[src/rtl/pcfg_pkg.sv]
package pcfg_pkg;

    typedef enum logic [3:0] {
        ST_IDLE,
        ST_PROG,
        ST_WAIT_INIT,
        ST_LOAD,
        ST_SHIFT,
        ST_FLUSH,
        ST_STARTUP,
        ST_DONE,
        ST_ERROR
    } pcfg_state_e;

    function automatic int unsigned max2(input int unsigned a, input int unsigned b);
        return (a > b) ? a : b;
    endfunction

endpackage

[src/rtl/pcfg_clkgen.sv]
// Divides clk by DIV while run is high; cclk starts low for DIV/2 cycles.
module pcfg_clkgen #(
    parameter int DIV = 4
) (
    input  logic clk,
    input  logic rst_n,
    input  logic run,
    output logic cclk,
    output logic rise_tick,
    output logic fall_tick
);
    localparam int HALF = DIV / 2;
    localparam int CW   = (DIV > 2) ? $clog2(DIV) : 1;

    logic [CW-1:0] cnt_q;
    logic          on_q;
    logic          cclk_q;

    always_ff @(posedge clk or negedge rst_n) begin
        if (!rst_n) begin
            cnt_q  <= '0;
            on_q   <= 1'b0;
            cclk_q <= 1'b0;
        end else begin
            on_q <= run;
            if (!run || !on_q) begin
                cnt_q <= '0;
            end else if (cnt_q == CW'(DIV - 1)) begin
                cnt_q <= '0;
            end else begin
                cnt_q <= cnt_q + 1'b1;
            end
            if (!run) begin
                cclk_q <= 1'b0;
            end else if (on_q && cnt_q == CW'(HALF - 1)) begin
                cclk_q <= 1'b1;
            end else if (on_q && cnt_q == CW'(DIV - 1)) begin
                cclk_q <= 1'b0;
            end
        end
    end

    assign cclk      = cclk_q;
    assign rise_tick = on_q && (cnt_q == CW'(HALF - 1));
    assign fall_tick = on_q && (cnt_q == CW'(DIV - 1));

endmodule

[src/rtl/pcfg_timer.sv]
// Shared event counter: cleared on each state change, advanced by inc.
module pcfg_timer #(
    parameter int W = 8
) (
    input  logic         clk,
    input  logic         rst_n,
    input  logic         clr,
    input  logic         inc,
    output logic [W-1:0] cnt
);
    always_ff @(posedge clk or negedge rst_n) begin
        if (!rst_n) begin
            cnt <= '0;
        end else if (clr) begin
            cnt <= '0;
        end else if (inc) begin
            cnt <= cnt + 1'b1;
        end
    end
endmodule

[src/rtl/pcfg_byte_hold.sv]
// Holds the byte on the bus, its last flag and whether the target has taken it.
module pcfg_byte_hold #(
    parameter int BW = 8
) (
    input  logic          clk,
    input  logic          rst_n,
    input  logic          load,
    input  logic [BW-1:0] din,
    input  logic          last_in,
    input  logic          mark,
    output logic [BW-1:0] dout,
    output logic          last,
    output logic          taken
);
    always_ff @(posedge clk or negedge rst_n) begin
        if (!rst_n) begin
            dout  <= '0;
            last  <= 1'b0;
            taken <= 1'b0;
        end else if (load) begin
            dout  <= din;
            last  <= last_in;
            taken <= 1'b0;
        end else if (mark) begin
            taken <= 1'b1;
        end
    end
endmodule

[src/rtl/pcfg_host.sv]
module pcfg_host
    import pcfg_pkg::*;
#(
    parameter int CLK_DIV      = 4,
    parameter int PROG_PULSE   = 16,
    parameter int STARTUP_CLKS = 64,
    parameter int INIT_TIMEOUT = 1024,
    parameter int DONE_TIMEOUT = 4096,
    parameter int BYTE_W       = 8
) (
    input  logic              clk,
    input  logic              rst_n,
    input  logic              start,
    input  logic              busy_chk_en,
    input  logic [BYTE_W-1:0] src_data,
    input  logic              src_valid,
    input  logic              src_last,
    output logic              src_ready,
    output logic              prog_n,
    input  logic              init_n,
    output logic              csi_n,
    output logic              rdwr_n,
    output logic              cclk,
    output logic [BYTE_W-1:0] cfg_d,
    input  logic              busy_in,
    input  logic              done_in,
    output logic              busy_cfg,
    output logic              done_ok,
    output logic              cfg_error
);
    localparam int unsigned LIM_A = max2(PROG_PULSE, INIT_TIMEOUT);
    localparam int unsigned LIM_B = max2(STARTUP_CLKS, DONE_TIMEOUT);
    localparam int unsigned LIM   = max2(LIM_A, LIM_B);
    localparam int          TW    = $clog2(LIM + 1);

    pcfg_state_e   state_q, state_d;
    logic [TW-1:0] tmr;
    logic          tmr_inc;
    logic          clk_run;
    logic          rise_tick, fall_tick;
    logic          take, retire, abort_in;
    logic          last_q, taken_q;

    // sub-blocks
    pcfg_clkgen #(.DIV(CLK_DIV)) clkgen_i (
        .clk       (clk),
        .rst_n     (rst_n),
        .run       (clk_run),
        .cclk      (cclk),
        .rise_tick (rise_tick),
        .fall_tick (fall_tick)
    );

    pcfg_timer #(.W(TW)) timer_i (
        .clk   (clk),
        .rst_n (rst_n),
        .clr   (state_d != state_q),
        .inc   (tmr_inc),
        .cnt   (tmr)
    );

    pcfg_byte_hold #(.BW(BYTE_W)) hold_i (
        .clk     (clk),
        .rst_n   (rst_n),
        .load    (take),
        .din     (src_data),
        .last_in (src_last),
        .mark    (retire),
        .dout    (cfg_d),
        .last    (last_q),
        .taken   (taken_q)
    );

    assign abort_in = !init_n || done_in;
    assign take     = src_valid && src_ready;
    assign retire   = (state_q == ST_SHIFT) && rise_tick && !(busy_chk_en && busy_in);

    // state register
    always_ff @(posedge clk or negedge rst_n) begin
        if (!rst_n) begin
            state_q <= ST_IDLE;
        end else begin
            state_q <= state_d;
        end
    end

    // next state
    always_comb begin
        state_d = state_q;
        unique case (state_q)
            ST_IDLE, ST_DONE, ST_ERROR: begin
                if (start) state_d = ST_PROG;
            end
            ST_PROG: begin
                if (tmr == TW'(PROG_PULSE - 1)) state_d = ST_WAIT_INIT;
            end
            ST_WAIT_INIT: begin
                if (init_n) state_d = ST_LOAD;
                else if (tmr == TW'(INIT_TIMEOUT - 1)) state_d = ST_ERROR;
            end
            ST_LOAD: begin
                if (!init_n) state_d = ST_ERROR;
                else if (done_in) state_d = ST_STARTUP;
                else if (take) state_d = ST_SHIFT;
            end
            ST_SHIFT: begin
                if (!init_n) state_d = ST_ERROR;
                else if (done_in) state_d = ST_STARTUP;
                else if (fall_tick && taken_q) begin
                    if (last_q) state_d = ST_FLUSH;
                    else if (!take) state_d = ST_LOAD;
                end
            end
            ST_FLUSH: begin
                if (!init_n) state_d = ST_ERROR;
                else if (done_in) state_d = ST_STARTUP;
                else if (fall_tick && tmr == TW'(DONE_TIMEOUT)) state_d = ST_ERROR;
            end
            ST_STARTUP: begin
                if (fall_tick && tmr == TW'(STARTUP_CLKS)) state_d = ST_DONE;
            end
            default: state_d = ST_IDLE;
        endcase
    end

    // outputs
    always_comb begin
        prog_n    = 1'b1;
        csi_n     = 1'b1;
        rdwr_n    = 1'b1;
        src_ready = 1'b0;
        busy_cfg  = 1'b1;
        done_ok   = 1'b0;
        cfg_error = 1'b0;
        clk_run   = 1'b0;
        tmr_inc   = 1'b0;
        unique case (state_q)
            ST_IDLE: busy_cfg = 1'b0;
            ST_PROG: begin
                prog_n  = 1'b0;
                rdwr_n  = 1'b0;
                tmr_inc = 1'b1;
            end
            ST_WAIT_INIT: begin
                rdwr_n  = 1'b0;
                tmr_inc = 1'b1;
            end
            ST_LOAD: begin
                csi_n     = 1'b0;
                rdwr_n    = 1'b0;
                src_ready = !abort_in;
            end
            ST_SHIFT: begin
                csi_n     = 1'b0;
                rdwr_n    = 1'b0;
                src_ready = fall_tick && taken_q && !last_q && !abort_in;
            end
            ST_FLUSH, ST_STARTUP: begin
                csi_n   = 1'b0;
                rdwr_n  = 1'b0;
                tmr_inc = rise_tick;
            end
            ST_DONE: begin
                busy_cfg = 1'b0;
                done_ok  = 1'b1;
            end
            ST_ERROR: begin
                busy_cfg  = 1'b0;
                cfg_error = 1'b1;
            end
            default: busy_cfg = 1'b0;
        endcase
        // clock runs in the next state's clocking set
        unique case (state_d)
            ST_SHIFT, ST_FLUSH, ST_STARTUP: clk_run = 1'b1;
            default: clk_run = 1'b0;
        endcase
    end

endmodule

[config.mk]
export PLATFORM = sky130hd
export DESIGN_NAME = pcfg_host
export DESIGN_NICKNAME = d
export VERILOG_FILES = /design/src/rtl/pcfg_pkg.sv /design/src/rtl/pcfg_clkgen.sv /design/src/rtl/pcfg_timer.sv /design/src/rtl/pcfg_byte_hold.sv /design/src/rtl/pcfg_host.sv
export SDC_FILE = /design/constraint.sdc
export NUM_CORES = 1
export LEC_CHECK = 0
export BUFFER_PORTS_ARGS = -buffer_cell sky130_fd_sc_hd__buf_2
export CORE_ASPECT_RATIO = 1.75
export CORE_MARGIN = 5
export CORE_UTILIZATION = 30
export DETAILED_ROUTE_END_ITERATION = 12
export PLACE_DENSITY = 0.46
export SYNTH_ARGS = -nofsm -noshare
export SYNTH_HDL_FRONTEND = slang
export SYNTH_SLANG_ARGS = --single-unit
[constraint.sdc]
create_clock -name clk -period 2.8 [get_ports clk]
set_clock_uncertainty 0.1 [all_clocks]
set_input_delay 0.56 -clock clk [delete_from_list [all_inputs] [get_ports clk]]
set_output_delay 0.56 -clock clk [all_outputs]
set_load 0.1 [all_outputs]
==> impl_metrics.prom, run 1 <==
# TYPE chip_impl_metric gauge
chip_impl_info{name="status",value="completed"} 1
chip_impl_metric{name="via_count",unit=""} 1847
chip_impl_info{name="tritoncts",value="built"} 1
chip_impl_info{name="worst-setup-path-type",value="reg -> out"} 1
chip_impl_metric{name="worst_slew_pin_slew",unit="ns"} 0.751
chip_impl_metric{name="drt.antenna.violating_nets",unit=""} 0
chip_impl_info{name="timing.critical_path.to",value="csi_n"} 1
chip_impl_metric{name="seq_area",unit="µm²"} 776
chip_impl_metric{name="post_cts_resize_count",unit=""} 0
chip_impl_metric{name="reported_leakage_power",unit="nW"} 1.16
chip_impl_metric{name="antenna_cells_inserted",unit=""} 0
chip_impl_metric{name="average_vias_per_placed_instance",unit=""} 5.38
chip_impl_metric{name="clk-insertion-delay-late",unit="ns"} 0.28
chip_impl_metric{name="syn-num-nets",unit=""} 236
chip_impl_metric{name="fp.coreArea",unit="µm²"} 6590
chip_impl_metric{name="gp_congestion",unit=""} 0.808
chip_impl_metric{name="peakVddDrop",unit="mV"} 0.705
chip_impl_metric{name="row_count",unit=""} 39
chip_impl_info{name="critPathTopFamily",value="flip-flops"} 1
chip_impl_info{name="cts_root_buffer",value="clkbuf_16"} 1
chip_impl_metric{name="drive_gt1_frac",unit=""} 0.268
chip_impl_metric{name="placement.io_buffers",unit=""} 32
chip_impl_metric{name="number_of_cells_traversed_by_the_worst_register_to_register_path",unit=""} 6
chip_impl_metric{name="wirelength_met1",unit="µm"} 2210
chip_impl_metric{name="maximum_number_of_pins_on_one_net_before_global_route_repair",unit=""} 32
chip_impl_info{name="cells_along_the_critical_path",value="and2_1 -> nand2b_1 -> a21o_1 -> buf_2"} 1
chip_impl_metric{name="synth_area",unit="µm²"} 2040
chip_impl_metric{name="filler_cell_count",unit=""} 688
chip_impl_metric{name="power_per_cell_area",unit="nW/µm²"} 1240
chip_impl_metric{name="wl_per_cell",unit="µm"} 17.4
chip_impl_metric{name="synth.avg_cell_area",unit="µm²"} 9.51
chip_impl_metric{name="max-clock-path-buffers",unit=""} 2
chip_impl_metric{name="global_route.overflow_total",unit=""} 0
chip_impl_metric{name="synth_enable_flop_cells",unit=""} 0
chip_impl_metric{name="detailedPlacementHpwl",unit="µm"} 4510
chip_impl_metric{name="ctsHtreeMaxLevel",unit=""} 2
chip_impl_metric{name="max_cap_violations",unit=""} 0
chip_impl_metric{name="finalHoldViolations",unit=""} 0
chip_impl_info{name="grt_setup_unrepaired",value="no"} 1
chip_impl_metric{name="cp_slowest_stage_delay",unit="ns"} 0.66
chip_impl_info{name="hold_path.class",value="in -> async"} 1
chip_impl_metric{name="totalPowerFinal",unit="W"} 0.00319
chip_impl_info{name="ys_dominant_reg_cell",value="dfrtp_1"} 1
chip_impl_metric{name="fin_util",unit=""} 0.391
chip_impl_metric{name="min_period",unit="ns"} 2.65
chip_impl_metric{name="regToRegSetupSlack",unit="ns"} 0.20
chip_impl_info{name="most-common-layout-cells",value="dfrtp_1, buf_2, a21oi_1"} 1
chip_impl_info{name="top_layer_used",value="met4"} 1
chip_impl_metric{name="ys_seq_area_frac",unit=""} 0.379
chip_impl_info{name="end_kind",value="output port"} 1
chip_impl_metric{name="timing.final.ws_setup",unit="ns"} 0.150
chip_impl_metric{name="grt_antenna_before_repair",unit=""} 0
chip_impl_metric{name="place_worst_setup_slack",unit="ns"} 0.223
chip_impl_metric{name="die_h",unit="µm"} 119
chip_impl_metric{name="finalSetupViolations",unit=""} 0
chip_impl_info{name="worst_setup_path_start_kind",value="register"} 1
chip_impl_metric{name="crit_arrival",unit="ns"} 1.99
chip_impl_info{name="synth.top_cells.by_area",value="dfrtp_1, a21oi_1, o221ai_1, xnor2_1, mux2_1"} 1
chip_impl_metric{name="clkSlewWorstSetupHoldPaths",unit="ns"} 0.05
chip_impl_metric{name="die-area",unit="µm²"} 8630
chip_impl_metric{name="nets",unit=""} 281
chip_impl_metric{name="grt_use_total",unit=""} 0.147
chip_impl_metric{name="synth-warning-count",unit=""} 0
chip_impl_info{name="synthDominantAreaCellType",value="dfrtp_1"} 1
chip_impl_metric{name="async_flop_share",unit=""} 1.00
chip_impl_metric{name="layout-area-overhead-vs-synth",unit="%"} 25.8
chip_impl_metric{name="floorplan.initialDensity",unit=""} 0.310
chip_impl_info{name="reg2reg_to",value="timer_i.cnt[1]$_DFFE_PN0P_"} 1
chip_impl_metric{name="cts_buffers",unit=""} 5
chip_impl_metric{name="drt_first_pass_iters",unit=""} 4
chip_impl_metric{name="detailedRoute.firstIterationViolations",unit=""} 81
chip_impl_metric{name="met2_wirelength",unit="µm"} 3350
chip_impl_metric{name="period_share",unit=""} 0.946
chip_impl_metric{name="syn_inst_count",unit=""} 215
chip_impl_metric{name="yosysTopAreaCellShare",unit=""} 0.379
chip_impl_metric{name="post_cts_buffers",unit=""} 0
chip_impl_metric{name="fmaxAchievable",unit="MHz"} 377
chip_impl_metric{name="cp.required",unit="ns"} 2.14
chip_impl_metric{name="yosysUniqueCellTypes",unit=""} 55
chip_impl_metric{name="die_w",unit="µm"} 72.4
chip_impl_metric{name="detailed_route_wirelength_on_metal3",unit="µm"} 230
chip_impl_metric{name="flip_flop_and_latch_count_after_synthesis",unit=""} 31
chip_impl_info{name="crit_slowest_cell",value="dfrtp_1"} 1
chip_impl_metric{name="first_global_vias",unit=""} 2007
chip_impl_info{name="setup.worst_path.start",value="state_q[1]$_DFF_PN0_"} 1
chip_impl_metric{name="slew_headroom",unit=""} 0.500
chip_impl_metric{name="multi_input_comb_area",unit="µm²"} 1220
chip_impl_metric{name="cts-hold-fix-buffers",unit=""} 0
chip_impl_metric{name="detail_route.wirelength",unit="µm"} 5970
chip_impl_metric{name="maxSlewViolCount",unit=""} 0
chip_impl_metric{name="crit_buf_inv",unit=""} 1
chip_impl_metric{name="worstPathMaxFanout",unit=""} 15
chip_impl_info{name="regToRegStartpoint",value="timer_i.cnt[8]$_DFFE_PN0P_"} 1
chip_impl_metric{name="cts.sinks",unit=""} 31
chip_impl_metric{name="grt_first_pass_wirelength",unit="µm"} 9940
chip_impl_metric{name="remaining_drc_errors",unit=""} 0
chip_impl_metric{name="io_pins",unit=""} 33
chip_impl_metric{name="critical_path_depth",unit=""} 4
[synthesized netlist by cell type, drive strengths merged (2+ instances only)]
| master | instances |
|---|---|
| dfrtp | 31 |
| a21oi | 17 |
| nand2 | 12 |
| inv | 11 |
| nor2 | 11 |
| mux2 | 9 |
| o221ai | 9 |
| xnor2 | 9 |
| a211oi | 8 |
| and3 | 8 |
| clkbuf | 7 |
| nand3 | 6 |
| nand4 | 6 |
| nor3 | 6 |
| nand2b | 5 |
| and4 | 4 |
| ha | 4 |
| nor2b | 4 |
| a31oi | 3 |
| buf | 3 |
| or3 | 3 |
| xor2 | 3 |
| a211o | 2 |
| a32oi | 2 |
| and2 | 2 |
| and4b | 2 |
| mux2i | 2 |
| nor3b | 2 |
| nor4 | 2 |
| nor4b | 2 |
| o22ai | 2 |
[per-layer routing]
metal	up-vias	global-route usage
met4	0	0.0739
met3	12	0.0194
li1	907	-
met5	-	0
met2	48	0.280
met1	880	0.151
[how the worst min path moves through the flow]
stage                                 endpoint  slack [ns]                       start
CTS                 hold_i.dout[4]$_DFFE_PN0P_        0.26                       rst_n
detailed placement  hold_i.dout[7]$_DFFE_PN0P_        0.38  hold_i.dout[7]$_DFFE_PN0P_
global route        hold_i.dout[4]$_DFFE_PN0P_        0.30                       rst_n
floorplan            clkgen_i.cclk$_DFFE_PN0P_        0.16                       rst_n
finish              hold_i.dout[4]$_DFFE_PN0P_        0.25                       rst_n
global placement    hold_i.dout[1]$_DFFE_PN0P_        0.37  hold_i.dout[1]$_DFFE_PN0P_
[power by group]
part	internal, W	switching (W)	leakage [nW]
Combinational	0.000526	0.00146	0.676
Clock	0.000327	0.000196	0.0669
Sequential	0.000544	0.000132	0.419
[sequential cells by signal (all words and copies together) (netlist names)]
signal          cells
timer_i.cnt        13
clkgen_i.cclk       1
hold_i.last         1
hold_i.dout         8
state_q             4
clkgen_i.cnt_q      2
hold_i.taken        1
clkgen_i.on_q       1
[layout make-up]
class                      count  share of cell area
inverter                      11              0.0161
multi-input combinational    163               0.473
clock buffer                   6              0.0501
tap                           82              0.0399
sequential                    31               0.302
clock inverter                 2             0.00486
timing repair buffer          48               0.115
[stage by stage]
step | hold slack, ns | instances | TNS, ns | area [µm²]
finish | 0.249 | 343 | 0 | 2570
CTS | 0.260 | 343 | 0 | 2570
detailed placement | 0.376 | 335 | 0 | 2430
global route | 0.300 | 343 | 0 | 2570
floorplan | 0.164 | 215 | -0.369 | 2080
global placement | 0.370 | 335 | 0 | 2430
[worst reg2reg max path, stage by stage, from the launching register on]
cell and delay (ns):
dfrtp_1 0.40, or4_4 0.56, nor3_4 0.23, a31oi_1 0.16, o221a_1 0.32, or3_4 0.47, a211oi_1 0.26
[kinds of logic (layout without fill, tap and decap cells)]
kind of cell    Yosys count  after routing  synth area share
xor+xnor                 12             12            0.0514
compound gates           55             55             0.198
fa+ha+maj                 4              4            0.0245
flops                    31             31             0.379
simple gates             81             81             0.244
mux                      11             11            0.0594
buf+inv                  21             67            0.0435
(Power assumes the default switching activity.)
==> run 2: changes to the inputs <==
--- a/config.mk
+++ b/config.mk
@@ -8,9 +8,10 @@
 export BUFFER_PORTS_ARGS = -buffer_cell sky130_fd_sc_hd__buf_2
 export CORE_ASPECT_RATIO = 1.75
 export CORE_MARGIN = 5
-export CORE_UTILIZATION = 30
+export CORE_UTILIZATION = 40
 export DETAILED_ROUTE_END_ITERATION = 12
-export PLACE_DENSITY = 0.46
+export PLACE_DENSITY = 0.58
 export SYNTH_ARGS = -nofsm -noshare
 export SYNTH_HDL_FRONTEND = slang
+export SYNTH_HIERARCHICAL = 1
 export SYNTH_SLANG_ARGS = --single-unit
==> impl_metrics.prom, run 2 <==
# TYPE chip_impl_metric gauge
chip_impl_metric{name="reported_leakage_power",unit="nW"} 1.32
chip_impl_metric{name="die_h",unit="µm"} 104
chip_impl_metric{name="async_flop_share",unit=""} 1.00
chip_impl_metric{name="die-area",unit="µm²"} 6590
chip_impl_metric{name="fmaxAchievable",unit="MHz"} 357
chip_impl_metric{name="gr_layer_usage_met3",unit=""} 0.0347
chip_impl_metric{name="detailedRoute.firstIterationViolations",unit=""} 99
chip_impl_metric{name="grt_antenna_before_repair",unit=""} 0
chip_impl_metric{name="ys_seq_area_frac",unit=""} 0.387
chip_impl_metric{name="io_pins",unit=""} 33
chip_impl_metric{name="placement.io_buffers",unit=""} 32
chip_impl_metric{name="floorplan.initialDensity",unit=""} 0.406
chip_impl_metric{name="ctsHtreeMaxLevel",unit=""} 2
chip_impl_info{name="grt-busiest-layer",value="met2"} 1
chip_impl_metric{name="cts_buffers",unit=""} 5
chip_impl_metric{name="gp_congestion",unit=""} 0.899
chip_impl_metric{name="flip_flop_and_latch_count_after_synthesis",unit=""} 31
chip_impl_metric{name="number_of_cells_traversed_by_the_worst_register_to_register_path",unit=""} 11
chip_impl_info{name="tritoncts",value="built"} 1
chip_impl_metric{name="power_per_cell_area",unit="nW/µm²"} 1050
chip_impl_metric{name="first_global_vias",unit=""} 1947
chip_impl_metric{name="cts.sinks",unit=""} 31
chip_impl_metric{name="antenna_cells_inserted",unit=""} 0
chip_impl_metric{name="regToRegSetupSlack",unit="ns"} 0.002
chip_impl_metric{name="grt_first_pass_wirelength",unit="µm"} 8890
chip_impl_metric{name="slew_headroom",unit=""} 0.531
chip_impl_info{name="yosys-top-cells-count",value="dfrtp_1, nor2_1, nand2_1"} 1
chip_impl_metric{name="globalRouteMet2Util",unit=""} 0.302
chip_impl_metric{name="worstPathMaxFanout",unit=""} 4
chip_impl_metric{name="row_count",unit=""} 34
chip_impl_metric{name="grtUsageMet1",unit=""} 0.180
chip_impl_metric{name="remaining_drc_errors",unit=""} 0
chip_impl_info{name="ys_dominant_reg_cell",value="dfrtp_1"} 1
chip_impl_metric{name="via_count",unit=""} 1834
chip_impl_metric{name="power_frac_clock",unit=""} 0.120
chip_impl_metric{name="crit_arrival",unit="ns"} 2.87
chip_impl_metric{name="fin_setup_tns",unit="ns"} 0
chip_impl_info{name="grt_setup_unrepaired",value="yes"} 1
chip_impl_info{name="synthDominantAreaCellType",value="dfrtp_1"} 1
chip_impl_metric{name="dp_cell_count",unit=""} 323
chip_impl_metric{name="synth-warning-count",unit=""} 6
chip_impl_metric{name="synth_area",unit="µm²"} 2010
chip_impl_metric{name="global_route.overflow_total",unit=""} 0
chip_impl_metric{name="drive_gt1_frac",unit=""} 0.459
chip_impl_metric{name="syn_inst_count",unit=""} 201
chip_impl_metric{name="total_internal_power",unit="W"} 0.00134
chip_impl_info{name="top_regs",value="timer_i/cnt (13), hold_i/dout (8), state_q (4)"} 1
chip_impl_info{name="synth.top_cells.by_area",value="dfrtp_1, mux2_4, nor2_1, a21oi_1, nand2_1"} 1
chip_impl_metric{name="clkSlewWorstSetupHoldPaths",unit="ns"} 0.07
chip_impl_metric{name="synth_enable_flop_cells",unit=""} 0
chip_impl_metric{name="share_comb_of_total_power",unit=""} 0.662
chip_impl_info{name="most_frequent_standard_cell_in_the_layout_excluding_fill_and_tap_cells",value="buf_4"} 1
chip_impl_metric{name="cp.required",unit="ns"} 2.87
chip_impl_metric{name="peakVddDrop",unit="mV"} 1.19
chip_impl_metric{name="die_w",unit="µm"} 63.5
chip_impl_metric{name="drt_first_pass_iters",unit=""} 4
chip_impl_info{name="most-common-layout-cells",value="buf_4, buf_2, dfrtp_1"} 1
chip_impl_metric{name="drt.antenna.violating_nets",unit=""} 0
chip_impl_metric{name="yosysTopAreaCellShare",unit=""} 0.387
chip_impl_info{name="yosysMostFrequentCell",value="dfrtp_1"} 1
chip_impl_metric{name="min_period",unit="ns"} 2.80
chip_impl_info{name="registers.top_by_ff_count",value="timer_i/cnt"} 1
chip_impl_metric{name="final.hold.worst_slack",unit="ns"} 0.219
chip_impl_metric{name="worst_slew_pin_slew",unit="ns"} 0.704
chip_impl_metric{name="average_vias_per_placed_instance",unit=""} 5.47
chip_impl_metric{name="layout-area-overhead-vs-synth",unit="%"} 37.4
chip_impl_info{name="cts_root_buffer",value="clkbuf_8"} 1
chip_impl_metric{name="finalSetupViolations",unit=""} 0
chip_impl_metric{name="finalInstanceArea",unit="µm²"} 2760
chip_impl_metric{name="detail_route.wirelength",unit="µm"} 5330
chip_impl_info{name="worst-setup-path-type",value="reg -> reg"} 1
chip_impl_metric{name="syn-num-nets",unit=""} 221
chip_impl_metric{name="total_switching_power",unit="W"} 0.00155
chip_impl_metric{name="largest_register_ffs",unit=""} 13
chip_impl_metric{name="max_cap_violations",unit=""} 0
chip_impl_info{name="worst_setup_path_start_kind",value="register"} 1
chip_impl_metric{name="maxSlewViolCount",unit=""} 0
chip_impl_metric{name="p_sw_frac",unit=""} 0.537
chip_impl_metric{name="nets",unit=""} 300
chip_impl_metric{name="wl_per_cell",unit="µm"} 15.9
chip_impl_metric{name="final-instance-count-excl-fill",unit=""} 335
chip_impl_metric{name="dpl_cell_area",unit="µm²"} 2610
chip_impl_metric{name="synth.avg_cell_area",unit="µm²"} 9.98
chip_impl_metric{name="yosysUniqueCellTypes",unit=""} 61
chip_impl_metric{name="power.sequential.fraction",unit=""} 0.218
chip_impl_metric{name="finalHoldViolations",unit=""} 0
chip_impl_info{name="hold_path.class",value="in -> async"} 1
chip_impl_metric{name="detailedPlacementHpwl",unit="µm"} 4140
chip_impl_metric{name="max-clock-path-buffers",unit=""} 2
chip_impl_metric{name="maximum_number_of_pins_on_one_net_before_global_route_repair",unit=""} 32
chip_impl_info{name="status",value="completed"} 1
chip_impl_metric{name="grt_use_total",unit=""} 0.167
chip_impl_metric{name="clk-insertion-delay-late",unit="ns"} 0.28
chip_impl_info{name="end_kind",value="register"} 1
chip_impl_metric{name="period_share",unit=""} 0.999
chip_impl_metric{name="cts-hold-fix-buffers",unit=""} 0
chip_impl_metric{name="fp.coreArea",unit="µm²"} 4930
[run 2: power by group through the flow]
| stage | Clock, W | Sequential, W | Combinational [W] |
|---|---|---|---|
| after floorplan | 0 | 0.000960 | 0.00108 |
| after global placement | 0 | 0.000636 | 0.00179 |
| after detailed placement | 0 | 0.000636 | 0.00181 |
| after CTS | 0.000367 | 0.000632 | 0.00189 |
| after global routing | 0.000382 | 0.000646 | 0.00203 |
| final | 0.000347 | 0.000631 | 0.00192 |
[run 2: worst paths after layout]
| path | start | to |
|---|---|---|
| worst max-delay path | clkgen_i/cnt_q[1]$_DFF_PN0_ | timer_i/cnt[11]$_DFFE_PN0P_ |
| worst min-delay path | rst_n | timer_i/cnt[8]$_DFFE_PN0P_ |
| worst max register to register | clkgen_i/cnt_q[1]$_DFF_PN0_ | timer_i/cnt[11]$_DFFE_PN0P_ |
| worst min register to register | hold_i/dout[2]$_DFFE_PN0P_ | hold_i/dout[2]$_DFFE_PN0P_ |
| max in group asynchronous | rst_n | state_q[0]$_DFF_PN0_ |
| min in group clk | src_last | hold_i/last$_DFFE_PN0P_ |
[run 2: area by class of cell]
| type | count | area [µm²] |
|---|---|---|
| fillers | 464 | 2180 |
| multi-input cells | 151 | 1250 |
| clock buffers | 6 | 72.6 |
| inverters | 9 | 33.8 |
| flip-flops and latches | 31 | 777 |
| repair buffers | 82 | 543 |
| well taps | 54 | 67.6 |
| clock inverters | 2 | 12.5 |
[run 2: kinds of logic (layout without fill, tap and decap cells)]
group,after synthesis,count (layout),share of synthesized area
XOR/XNOR,7,7,0.0306
adder cells (fa/ha/maj),3,3,0.0187
flip-flops,31,31,0.387
AO/OA/AOI/OAI,41,41,0.151
multiplexers,13,13,0.0886
buffers and inverters,19,99,0.0443
AND/OR/NAND/NOR,87,87,0.280
[run 2: repair_timing]
| item | CTS | global route |
|---|---|---|
| resized for setup | 4 | 4 |
| pin swaps | 3 | 4 |
| buffers inserted | 3 | 1 |
| setup endpoints to repair | 2 | 5 |
| gates cloned | 0 | 0 |
[run 2: worst max-delay path: stages, from the launching register on]
cell      delay, ns
dfrtp_1        0.38
ha_2           0.19
and2_4         0.15
nand2_4        0.05
o31ai_1        0.06
a211o_1        0.26
a221o_1        0.34
mux2i_1        0.13
or3_4          0.42
o211ai_4       0.22
nor4_2         0.08
mux2_1         0.31
[run 2: stage by stage]
stage / worst slack (ns) / total power [W] / util
after global placement: -0.0533 / 0.00243 / 0.528
final: 0.00182 / 0.00289 / 0.558
after floorplan: -0.378 / 0.00204 / -
after global routing: -0.163 / 0.00306 / 0.558
after CTS: -0.0365 / 0.00289 / 0.553
after detailed placement: -0.0889 / 0.00244 / 0.528
[run 2: layer usage]
metal	part of all wire	vias to the layer above
met2	0.55	44
met3	0.035	15
met5	0	-
li1	-	900
met4	0.034	0
met1	0.38	875
